<file path="config.mk">
export PLATFORM = sky130hd
export DESIGN_NAME = cc_branch_unit
export DESIGN_NICKNAME = d
export VERILOG_FILES = /design/src/rtl/cc_branch_pkg.sv /design/src/rtl/cc_sign_classify.sv /design/src/rtl/cc_flag_reg.sv /design/src/rtl/cc_branch_decide.sv /design/src/rtl/cc_branch_unit.sv
export SDC_FILE = /design/constraint.sdc
export NUM_CORES = 1
export LEC_CHECK = 0
export BUFFER_PORTS_ARGS = -buffer_cell sky130_fd_sc_hd__buf_2
export CAP_MARGIN = 10
export CORE_AREA = 3 3 40 42
export CTS_BUF_LIST = sky130_fd_sc_hd__clkbuf_8
export CTS_CLUSTER_SIZE = 24
export DETAILED_ROUTE_END_ITERATION = 16
export DIE_AREA = 0 0 43 45
export GPL_TIMING_DRIVEN = 0
export PLACE_DENSITY = 0.55
export SETUP_SLACK_MARGIN = 0.4
export SYNTH_ARGS = -nofsm -noshare
export SYNTH_HDL_FRONTEND = slang
export SYNTH_SLANG_ARGS = --single-unit
export TNS_END_PERCENT = 100
</file>
<file path="constraint.sdc">
create_clock -name clk -period 1 [get_ports clk]
set_input_delay 0.1 -clock clk [delete_from_list [all_inputs] [get_ports clk]]
set_output_delay 0.1 -clock clk [all_outputs]
set_load 0.01 [all_outputs]
</file>
<file path="src/rtl/cc_branch_pkg.sv">
package cc_branch_pkg;
   typedef struct packed {
      logic neg;
      logic zero;
      logic pos;
   } nzp_t;

   localparam nzp_t NZP_RESET = '{neg: 1'b0, zero: 1'b1, pos: 1'b0};
endpackage

</file>
<file path="src/rtl/cc_sign_classify.sv">
module cc_sign_classify
   import cc_branch_pkg::*;
#(
   parameter int WIDTH = 16
) (
   input  logic [WIDTH-1:0] value,
   output nzp_t             cls
);
   localparam int MSB = WIDTH - 1;

   initial begin
      assert (WIDTH >= 2) else $error("cc_sign_classify: WIDTH must be at least 2");
   end

   logic is_zero;
   assign is_zero = (value == '0);

   always_comb begin
      cls.neg  = value[MSB];
      cls.zero = is_zero;
      cls.pos  = ~value[MSB] & ~is_zero;
   end
endmodule

</file>
<file path="src/rtl/cc_flag_reg.sv">
module cc_flag_reg
   import cc_branch_pkg::*;
(
   input  logic clk,
   input  logic rst_n,
   input  logic load,
   input  nzp_t d,
   output nzp_t q
);
   always_ff @(posedge clk or negedge rst_n) begin
      if (!rst_n)    q <= NZP_RESET;
      else if (load) q <= d;
   end
endmodule

</file>
<file path="src/rtl/cc_branch_decide.sv">
module cc_branch_decide
   import cc_branch_pkg::*;
#(
   parameter int                IW       = 16,
   parameter int                OP_LSB   = 12,
   parameter int                OP_W     = 4,
   parameter logic [OP_W-1:0]   BR_OP    = '0,
   parameter int                MASK_LSB = 9
) (
   input  logic [IW-1:0] instr,
   input  nzp_t          flags,
   output logic          taken
);
   localparam int OP_MSB = OP_LSB + OP_W - 1;

   initial begin
      assert (OP_MSB < IW) else $error("cc_branch_decide: opcode field outside word");
      assert (MASK_LSB + 2 < OP_LSB) else $error("cc_branch_decide: mask overlaps opcode");
   end

   logic [2:0] req;
   logic [2:0] hit;
   logic       is_br;

   assign req   = instr[MASK_LSB +: 3];
   assign is_br = (instr[OP_MSB:OP_LSB] == BR_OP);

   for (genvar i = 0; i < 3; i++) begin : g_match
      assign hit[i] = req[i] & flags[i];
   end

   assign taken = is_br & (|hit);
endmodule

</file>
<file path="src/rtl/cc_branch_unit.sv">
module cc_branch_unit
   import cc_branch_pkg::*;
#(
   parameter int WIDTH    = 16,
   parameter int OP_LSB   = 12,
   parameter int MASK_LSB = 9
) (
   input  logic             clk,
   input  logic             rst_n,
   input  logic [WIDTH-1:0] bus_val,
   input  logic             load_en,
   input  logic [WIDTH-1:0] instr,
   output logic             cls_neg,
   output logic             cls_zero,
   output logic             cls_pos,
   output logic             flag_neg,
   output logic             flag_zero,
   output logic             flag_pos,
   output logic             take_branch
);
   localparam int OP_W = WIDTH - OP_LSB;

   nzp_t cls_w;
   nzp_t flg_w;

   cc_sign_classify #(.WIDTH(WIDTH)) u_cls (
      .value (bus_val),
      .cls   (cls_w)
   );

   cc_flag_reg u_flg (
      .clk   (clk),
      .rst_n (rst_n),
      .load  (load_en),
      .d     (cls_w),
      .q     (flg_w)
   );

   cc_branch_decide #(
      .IW       (WIDTH),
      .OP_LSB   (OP_LSB),
      .OP_W     (OP_W),
      .BR_OP    ('0),
      .MASK_LSB (MASK_LSB)
   ) u_dec (
      .instr (instr),
      .flags (flg_w),
      .taken (take_branch)
   );

   assign cls_neg   = cls_w.neg;
   assign cls_zero  = cls_w.zero;
   assign cls_pos   = cls_w.pos;
   assign flag_neg  = flg_w.neg;
   assign flag_zero = flg_w.zero;
   assign flag_pos  = flg_w.pos;
endmodule

</file>
==> results of run 1 <==
-- power by group through the flow --
stage / Combinational, mW / Sequential, mW / Clock (mW)
2_1_floorplan: 0.0295 / 0.140 / 0
3_3_place_gp: 0.115 / 0.137 / 0
3_5_place_dp: 0.117 / 0.137 / 0
4_1_cts: 0.145 / 0.135 / 0.350
5_1_grt: 0.171 / 0.136 / 0.361
6_report: 0.157 / 0.135 / 0.339
-- critical path: cells and delay by family (launching register included) --
kind / cells / cell delay [ns]
DFF: 1 / 0.37
and+or+nand+nor: 1 / 0.07
buffers and inverters: 1 / 0.14
AOI/OAI and AO/OA: 1 / 0.31
-- cell usage in the layout, fill, tap and decap left out --
cell / instances
buf_2: 23
buf_6: 10
nor4_4: 4
clkbuf_8: 3
mux2_4: 2
inv_1: 2
buf_4: 2
dfrtp_1: 2
and4_4: 1
nor2_2: 1
a222oi_1: 1
or4_1: 1
nor2_1: 1
nand2b_1: 1
o22ai_2: 1
dlygate4sd3_1: 1
buf_8: 1
dfstp_2: 1
-- what timing repair did --
item                                    in CTS  in global routing
pin swaps                                    4                  5
endpoints found under the setup margin      10                 10
buffers inserted                             2                  1
resized for setup                           10                  7
hold buffers                                 1                  0
endpoints found under the hold margin        3                  0
-- cell families after synthesis --
logic type / count (synthesis)
muxes: 2
buffers and inverters: 2
and+or+nand+nor: 9
DFF: 3
AOI/OAI and AO/OA: 2
-- path summary, 6_finish.rpt --
check	end	from
max reg2reg	u_flg.q[0]$_DFFE_PN0P_	u_flg.q[0]$_DFFE_PN0P_
max in group asynchronous	u_flg.q[1]$_DFFE_PN1P_	rst_n
max	take_branch	u_flg.q[0]$_DFFE_PN0P_
min	u_flg.q[2]$_DFFE_PN0P_	bus_val[15]
min in group asynchronous	u_flg.q[2]$_DFFE_PN0P_	rst_n
min reg2reg	u_flg.q[2]$_DFFE_PN0P_	u_flg.q[2]$_DFFE_PN0P_
-- per-layer routing --
metal / up-vias / track usage [%]
met4: 0 / 7.229
met2: 35 / 16.77
met5: - / 0
met1: 136 / 9.951
met3: 2 / 5.179
li1: 152 / -
-- final cells by class --
cell class | count | area (um^2)
repair buffers | 36 | 260.3
fillers | 123 | 700.7
plain buffers | 1 | 7.507
well taps | 15 | 18.77
clock buffers | 3 | 41.29
inverters | 1 | 3.754
flip-flops and latches | 3 | 76.32
multi-input cells | 13 | 172.7
clock inverters | 1 | 3.754
==> summary.md, run 1 <==
| Metric | Value |
|---|---|
| Mux cell area share after synthesis | `11.84%` |
| Regs by FF count | `u_flg.q (3)` |
| CTS Buf Count | `3` |
| Fin crit share | `120.3%` |
| Post-DP Area | `416.7 um^2` |
| Minimum clock period | `1.203 ns` |
| Post-synth EDFFs | `0` |
| Clock Latency Late Sink | `0.21 ns` |
| NetSw | `0.1435 mW` |
| WP data required | `0.90 ns` |
| LEAKAGE | `0.2829 nW` |
| Final ANT Viol Nets | `0` |
| Share of cells above drive strength 1 | `84.48%` |
| Top-count cell post-synth | `nor4_1` |
| Top_reg_cell synth | `dfrtp_1` |
| Post-route insts no fill | `73` |
| Number of I/O pins | `42` |
| Initial antenna violation count | `0` |
| Simple-gate share of the synthesized area | `33.55%` |
| Mean area per synthesized cell | `10.57 um^2` |
| Routed WL | `853 um` |
| CP Launch Type | `flip-flop` |
| Largest Register | `u_flg.q` |
| Yosys top cell area share | `26.32%` |
| Largest net degree at the start of global routing | `6` |
| Syn nets | `53` |
| Hold path depth | `2` |
| Std-Cell Rows | `13` |
| Via density | `4.452` |
| RSZ-0062 raised after global routing | `yes` |
| Htree depth | `1` |
| DR vias | `325` |
| Dpl ws | `-0.06910 ns` |
| Starting density of the core | `14.80%` |
| Fin Setup TNS | `-0.2031 ns` |
| Yosys Warn Count | `0` |
| Total iterations of the first detailed-routing run | `4` |
| Metal3 WL | `189 um` |
| M1 WL | `282 um` |
| Die area | `0.001935 mm^2` |
| Final net count | `94` |
| CP max FO | `2` |
| Clock network fraction of total power | `53.7%` |
| Cell-internal power | `0.4873 mW` |
| Synth Area in Compound Gates | `8.553%` |
| Distinct cells, synth | `14` |
| Peak Freq | `831.2 MHz` |
| CP Class | `flip-flop to output port` |
| Min Hold Slack | `0.1411 ns` |
| Final Hold Viols | `0` |
| Pins Over Slew Limit | `0` |
| Mapped Cells | `18` |
| Inserted Diodes | `0` |
| Largest family of logic cells by synthesized area | `simple AND/OR/NAND/NOR gates` |
| Power per Cell Area | `1079 mW/mm^2` |
| Total track usage | `10.18%` |
| Gpl congestion | `0.6319` |
| Max VDD drop | `0.4018 mV` |
| Slew @ Worst Pin | `0.2663 ns` |
| First-pass GRT wire length | `1400 um` |
| Die width | `43 um` |
| Yosys reg bits | `3` |
| Chip height | `45 um` |
| Clock sinks | `3` |
| Top cells by area, synth | `dfrtp_1 (26%), dfstp_2 (14%), nor4_1 (9.9%)` |
| Final setup fails | `1` |
| R2R depth | `3` |
| Critical path arrival | `1.10 ns` |
| Placed Cells | `65` |
| Gate power share | `24.9%` |
| Status | `complete, but fails checks` |
| Core Area | `0.001285 mm^2` |
| Register share of total power | `21.5%` |
| Final core utilization | `45.47%` |
| Crit end category | `output port` |
| Maximum clock path buffer count | `2` |
| Failing checks | `setup timing` |
| PortBufs | `32` |
| Synth cell count leaders | `nor4_1 (3), dfrtp_1 (2), nor2_1 (2)` |
| Worst-path clk slew | `0.03 ns` |
| Synth area leader | `dfrtp_1` |
| Routed length on met2 | `365 um` |
| DRC Markers | `0` |
| Max FFs per register | `3` |
| Slowest cell delay on critical path | `0.37 ns` |
| Post-Synth XOR/XNOR Area | `0%` |
| Flop2flop setup slack | `0.23 ns` |
| Max Cap Viol | `0` |
| Max-slew headroom | `82.25%` |
| Hold WC Path Type | `input port to flip-flop` |
| Cell chain of the critical path | `a222oi_1 > nor2_1 > buf_2` |
| Area Growth Syn to Fin | `207.2%` |
| CTS tree | `built` |
| First DRT Iteration DRCs | `4` |
| Post-route cell area | `584.3 um^2` |
| Post-synth ARST share | `100.0%` |
| Drt wl/cell | `11.68 um` |
| Syn Std Cell Area | `190.2 um^2` |
| CTS root buffer | `clkbuf_8` |
| Sequential share of the synthesized area | `40.13%` |
| DR top layer | `met4` |
| Clk_skew | `0 ns` |
| Post-synthesis adder-cell area fraction | `0%` |
| Total congestion overflow | `0` |
| Sw Share | `22.74%` |
| Final worst slack | `-0.2031 ns` |
| Slowest-stage cell, CP | `dfrtp_1` |
| Vias in the first global route | `380` |
| Total chip power | `0.6307 mW` |
Power figures use the tool's default switching activity.
==> inputs of run 2 (changes only) <==
BUFFER_PORTS_ARGS = -buffer_cell sky130_fd_sc_hd__buf_4   (was -buffer_cell sky130_fd_sc_hd__buf_2)
SETUP_SLACK_MARGIN = unset   (was 0.4)
==> run 2 against run 1 <==
The flow still finishes with violations (setup timing). First-iteration DRC count is 25% lower. Clock skew stayed put. Sequential share of layout area about the same. Sequential power about the same. Critical path depth did not move. Fmax is 0.96% lower.
==> summary.md, run 2 (synthesis gave the netlist of run 1 again) <==
| Metric | Value |
|---|---|
| Largest Register | `u_flg.q` |
| Slowest cell delay on critical path | `0.37 ns (about the same)` |
| Failing checks | `setup timing` |
| WP data required | `0.90 ns (about the same)` |
| Worst-path clk slew | `0.03 ns (about the same)` |
| CP Class | `flip-flop to output port` |
| Total iterations of the first detailed-routing run | `4 (unchanged)` |
| Largest net degree at the start of global routing | `6 (unchanged)` |
| PortBufs | `32 (unchanged)` |
| Htree depth | `1 (unchanged)` |
| Final core utilization | `45.57% (+0.097 points)` |
| Status | `complete, but fails checks` |
| Routed WL | `883 um (+3.5%)` |
| CTS tree | `built` |
| Area Growth Syn to Fin | `207.9%` |
| CTS Buf Count | `3 (unchanged)` |
| CP max FO | `2 (unchanged)` |
| Final setup fails | `2 (+1)` |
| RSZ-0062 raised after global routing | `yes` |
| Clock sinks | `3 (unchanged)` |
| DRC Markers | `0 (unchanged)` |
| Slew @ Worst Pin | `0.2595 ns (-0.006783 ns)` |
| Inserted Diodes | `0 (unchanged)` |
| Dpl ws | `-0.08728 ns (-0.01818 ns)` |
| First DRT Iteration DRCs | `3 (-1)` |
| Max VDD drop | `0.3097 mV (-23%)` |
| Critical path arrival | `1.11 ns (about the same)` |
| Final worst slack | `-0.2147 ns (-0.01165 ns)` |
| Number of I/O pins | `42 (unchanged)` |
| Crit end category | `output port` |
| Max FFs per register | `3 (unchanged)` |
| Max-slew headroom | `82.70% (+0.45 points)` |
| Final net count | `93 (-1.1%)` |
| Leading cell type in the layout, fill and taps excluded | `buf_4` |
| Post-DP HPWL | `698.3 um` |
| Share of cells above drive strength 1 | `80.70% (-3.8 points)` |
| Drt wl/cell | `12.26 um (+5.0%)` |
| Clk_skew | `0 ns (unchanged)` |
| Die width | `43 um (unchanged)` |
| Commonest non-fill, non-tap cells in the layout | `buf_4 (30), buf_6 (5), nor4_4 (3), clkbuf_8 (3)` |
| Final Hold Viols | `0 (unchanged)` |
| Peak Freq | `823.2 MHz (-0.96%)` |
| Power per Cell Area | `1104 mW/mm^2 (+2.3%)` |
| CTS root buffer | `clkbuf_8` |
| Hold WC Path Type | `input port to flip-flop` |
| Starting density of the core | `14.80% (unchanged)` |
| Clock Latency Late Sink | `0.22 ns (about the same)` |
| Buffers plus inverters on the worst setup path | `1 (unchanged)` |
| Slowest-stage cell, CP | `dfrtp_1` |
| Worst path top cell family by delay | `flip-flops` |
| Maximum clock path buffer count | `2 (unchanged)` |
| Gpl congestion | `0.6723 (+6.4%)` |
| Chip height | `45 um (unchanged)` |
| LEAKAGE | `0.2805 nW (-0.84%)` |
| Max Cap Viol | `0 (unchanged)` |
| Cell chain of the critical path | `a222oi_1 > nor2_1 > buf_4` |
| Fin crit share | `121.5% (+1.2 points)` |
| Core Area | `0.001285 mm^2 (unchanged)` |
| Via density | `4.417 (-0.79%)` |
| Die area | `0.001935 mm^2 (unchanged)` |
| Vias in the first global route | `335 (-12%)` |
| Total congestion overflow | `0 (unchanged)` |
| Regs by FF count | `u_flg.q (3)` |
| DR vias | `318 (-2.2%)` |
| Post-route cell area | `585.6 um^2 (+0.21%)` |
| Std-Cell Rows | `13 (unchanged)` |
| Total track usage | `10.85% (+0.67 points)` |
| Final ANT Viol Nets | `0 (unchanged)` |
| First-pass GRT wire length | `1442 um (+3.0%)` |
| Initial antenna violation count | `0 (unchanged)` |
| CP Launch Type | `flip-flop` |
| Pins Over Slew Limit | `0 (unchanged)` |
| Minimum clock period | `1.215 ns (+0.01165 ns)` |
| Post-DP Area | `449.2 um^2 (+7.8%)` |
[run 2: cell types whose count changed in the layout (fill, tap and decap cells not counted), sizes merged]
cell  previous run  this run
buf             36        35
[run 2: stage by stage]
| step | instances | setup TNS [ns] | hold slack, ns | power [mW] |
|---|---|---|---|---|
| floorplan | 18 | 0 | -0.1956 | 0.1643 |
| global placement | 65 | -0.2784 | -0.1090 | 0.2676 |
| detailed placement | 65 | -0.2430 | -0.1111 | 0.2696 |
| CTS | 72 | -0.2377 | 0.1108 | 0.6461 |
| global route | 72 | -0.3380 | 0.1345 | 0.6744 |
| finish | 72 | -0.2169 | 0.1092 | 0.6466 |
[run 2: area by class of cell]
cell class,count,area (um^2)
well taps,15,18.77
repair buffers,35,284.0
fillers,124,699.4
clock buffers,3,41.29
clock inverters,1,3.754
multi-input cells,13,150.1
flip-flops and latches,3,76.32
plain buffers,1,7.507
inverters,1,3.754
[run 2: layer usage]
| layer | wire, um | up-vias | global-route usage, % |
|---|---|---|---|
| met4 | 20 | 0 | 7.229 |
| met3 | 202 | 2 | 5.179 |
| li1 | - | 151 | - |
| met2 | 305 | 36 | 13.77 |
| met5 | 0 | - | 0 |
| met1 | 354 | 129 | 14.32 |
[run 2: report_power, final]
group / internal [mW] / switching [mW]
clock: 0.262 / 0.0833
sequential: 0.130 / 0.00533
combinational: 0.111 / 0.0555
[run 2: what timing repair did]
item / 4_1_cts / 5_1_grt
setup buffers: 2 / 0
pin swaps: 7 / 5
endpoints found under the hold margin: 3 / 0
hold buffers: 1 / 0
endpoints found under the setup margin: 3 / 3
gates resized for setup: 8 / 4
cloned: 0 / 0
[run 2: worst paths after layout]
check | startpoint | slack [ns] | cells after the start | end
max reg2reg | u_flg.q[2]$_DFFE_PN0P_ | 0.24 | 1 | u_flg.q[2]$_DFFE_PN0P_
min reg2reg | u_flg.q[2]$_DFFE_PN0P_ | 0.54 | 1 | u_flg.q[2]$_DFFE_PN0P_
max in group asynchronous | rst_n | 0.60 | 2 | u_flg.q[1]$_DFFE_PN1P_
min | load_en | 0.11 | 2 | u_flg.q[0]$_DFFE_PN0P_
min in group asynchronous | rst_n | 0.21 | 2 | u_flg.q[0]$_DFFE_PN0P_
max | u_flg.q[0]$_DFFE_PN0P_ | -0.21 | 3 | take_branch
==> inputs of run 3 (changes only) <==
GPL_TIMING_DRIVEN = 1   (was 0)
REMOVE_ABC_BUFFERS = 1   (was unset)
==> run 3 against run 2 <==
First-iteration DRC count rose to 2.7 times the previous value. Routed wire length up 8.5%. Via count up 1.6%. Count of clock-buffer cells in the layout unchanged. The flow still finishes with violations (setup timing). Critical path depth unchanged. Clock power about the same. Setup slack worse by 0.024 ns. Total power up 1.0%. Cell count up 1.4%. Largest power group unchanged.
==> summary.md, run 3 (synthesis gave the netlist of run 1 again) <==
| Metric | Value |
|---|---|
| Status | `complete, but fails checks` |
| Failing checks | `setup timing` |
| Min Hold Slack | `0.1106 ns (+0.001373 ns)` |
| Final Hold Viols | `0 (unchanged)` |
| RSZ-0062 raised after global routing | `yes` |
| Via density | `4.425 (+0.18%)` |
| Gate power share | `26.8% (+1.1 points)` |
| Gpl congestion | `0.6682 (-0.61%)` |
| Crit end category | `output port` |
| Pins Over Slew Limit | `0 (unchanged)` |
| Register share of total power | `20.8% (-0.2 points)` |
| Largest Register | `u_flg.q` |
| Critical path arrival | `1.14 ns (+0.03 ns)` |
| CP max FO | `2 (unchanged)` |
| WP data required | `0.90 ns (about the same)` |
| Final worst slack | `-0.2382 ns (-0.02354 ns)` |
| CTS root buffer | `clkbuf_8` |
| Final ANT Viol Nets | `0 (unchanged)` |
| Slew @ Worst Pin | `0.2719 ns (+0.01236 ns)` |
| Fin crit share | `123.8% (+2.4 points)` |
| Final core utilization | `46.54% (+0.97 points)` |
| Power per Cell Area | `1092 mW/mm^2 (-1.1%)` |
| Vias in the first global route | `341 (+1.8%)` |
| LEAKAGE | `0.2875 nW (+2.5%)` |
| Hold WC Path Type | `input port to flip-flop` |
| NetSw | `0.1427 mW (-0.93%)` |
| Area Growth Syn to Fin | `214.5%` |
| Max VDD drop | `0.6461 mV (+110%)` |
| Initial antenna violation count | `0 (unchanged)` |
| First DRT Iteration DRCs | `8 (+5)` |
| DRC Markers | `0 (unchanged)` |
| CTS tree | `built` |
| Cell-internal power | `0.5106 mW (+1.6%)` |
| Largest net degree at the start of global routing | `5 (-1)` |
| Clock Latency Late Sink | `0.21 ns (about the same)` |
| Fin Setup TNS | `-0.2905 ns (-0.07354 ns)` |
| Maximum clock path buffer count | `2 (unchanged)` |
| CP Class | `flip-flop to output port` |
| Peak Freq | `807.6 MHz (-1.9%)` |
| Die area | `0.001935 mm^2 (unchanged)` |
| Die width | `43 um (unchanged)` |
| Total iterations of the first detailed-routing run | `4 (unchanged)` |
| Minimum clock period | `1.238 ns (+0.02354 ns)` |
| Drt wl/cell | `13.12 um (+7.0%)` |
| Routed WL | `958 um (+8.5%)` |
| Worst-path clk slew | `0.03 ns (about the same)` |
| Sw Share | `21.85% (-0.44 points)` |
| Commonest non-fill, non-tap cells in the layout | `buf_4 (29), buf_6 (7), nor4_4 (3), clkbuf_8 (3)` |
| Placed Cells | `66 (+1.5%)` |
| Share of cells above drive strength 1 | `79.31% (-1.4 points)` |
| CP Launch Type | `flip-flop` |
| CTS Buf Count | `3 (unchanged)` |
| Htree depth | `1 (unchanged)` |
| Post-route cell area | `598.1 um^2 (+2.1%)` |
| Std-Cell Rows | `13 (unchanged)` |
| Dpl ws | `-0.08320 ns (+0.004082 ns)` |
| Core Area | `0.001285 mm^2 (unchanged)` |
| Clock network fraction of total power | `52.4% (-0.9 points)` |
| First-pass GRT wire length | `1462 um (+1.4%)` |
| DR vias | `323 (+1.6%)` |
| Regs by FF count | `u_flg.q (3)` |
| Post-DP Area | `456.7 um^2 (+1.7%)` |
| Total congestion overflow | `0 (unchanged)` |
| Max FFs per register | `3 (unchanged)` |
| Post-route insts no fill | `73 (+1.4%)` |
| Clk_skew | `0 ns (unchanged)` |
| Final net count | `94 (+1.1%)` |
| Clock sinks | `3 (unchanged)` |
| Max-slew headroom | `81.87% (-0.82 points)` |
| Inserted Diodes | `0 (unchanged)` |
| Number of I/O pins | `42 (unchanged)` |
| Starting density of the core | `14.80% (unchanged)` |
| Max Cap Viol | `0 (unchanged)` |
| Final setup fails | `3 (+1)` |
| Total chip power | `0.6534 mW (+1.0%)` |
| Chip height | `45 um (unchanged)` |
| PortBufs | `32 (unchanged)` |
| Leading cell type in the layout, fill and taps excluded | `buf_4` |
| Total track usage | `10.35% (-0.50 points)` |
[run 3: changes by cell type in the layout (fill, tap and decap cells not counted)]
cell / previous run / this run
buf_4: 30 / 29
nor2_1: 1 / 2
buf_6: 5 / 7
nor2_2: 1 / 0
[run 3: cell type report]
class / count / area [um^2]
clock buffer: 3 / 41.29
clock inverter: 1 / 3.754
fill: 146 / 686.9
inverter: 1 / 3.754
multi-input combinational: 13 / 147.6
sequential: 3 / 76.32
tap: 15 / 18.77
timing repair buffer: 37 / 306.5
[run 3: power groups by stage]
stage                     clock network [mW]  registers (mW)  logic (mW)
after floorplan                            0           0.140      0.0199
after global placement                     0           0.137       0.136
after detailed placement                   0           0.137       0.137
after CTS                              0.346           0.136       0.154
after global routing                   0.360           0.137       0.188
final                                  0.342           0.136       0.175
[run 3: repair_timing]
item	4_1_cts	5_1_grt
hold buffers	1	0
pin swaps	4	8
setup buffers	1	1
endpoints found under the hold margin	3	0
gates resized for setup	6	7
setup endpoints to repair	3	3
[run 3: worst paths after layout]
kind | start | endpoint | slack [ns] | cells after the start
worst max-delay path | u_flg.q[0]$_DFFE_PN0P_ | take_branch | -0.24 | 3
worst min-delay path | load_en | u_flg.q[0]$_DFFE_PN0P_ | 0.11 | 2
worst max register to register | u_flg.q[0]$_DFFE_PN0P_ | u_flg.q[0]$_DFFE_PN0P_ | 0.16 | 4
worst min register to register | u_flg.q[2]$_DFFE_PN0P_ | u_flg.q[2]$_DFFE_PN0P_ | 0.56 | 1
max in group asynchronous | rst_n | u_flg.q[1]$_DFFE_PN1P_ | 0.59 | 2
min in group asynchronous | rst_n | u_flg.q[0]$_DFFE_PN0P_ | 0.23 | 2
[run 3: critical path, cell delays in order (launching register included)]
cell and delay [ns]:
dfrtp_1 0.37, a222oi_1 0.33, nor2_1 0.08, buf_4 0.15
[run 3: per-layer routing]
metal | vias to the layer above | track usage (%) | part of all wire, %
li1 | 153 | - | -
met1 | 136 | 14.81 | 41
met2 | 32 | 13.47 | 41
met3 | 2 | 4.781 | 17
met4 | 0 | 3.614 | 0.73
met5 | - | 0 | 0
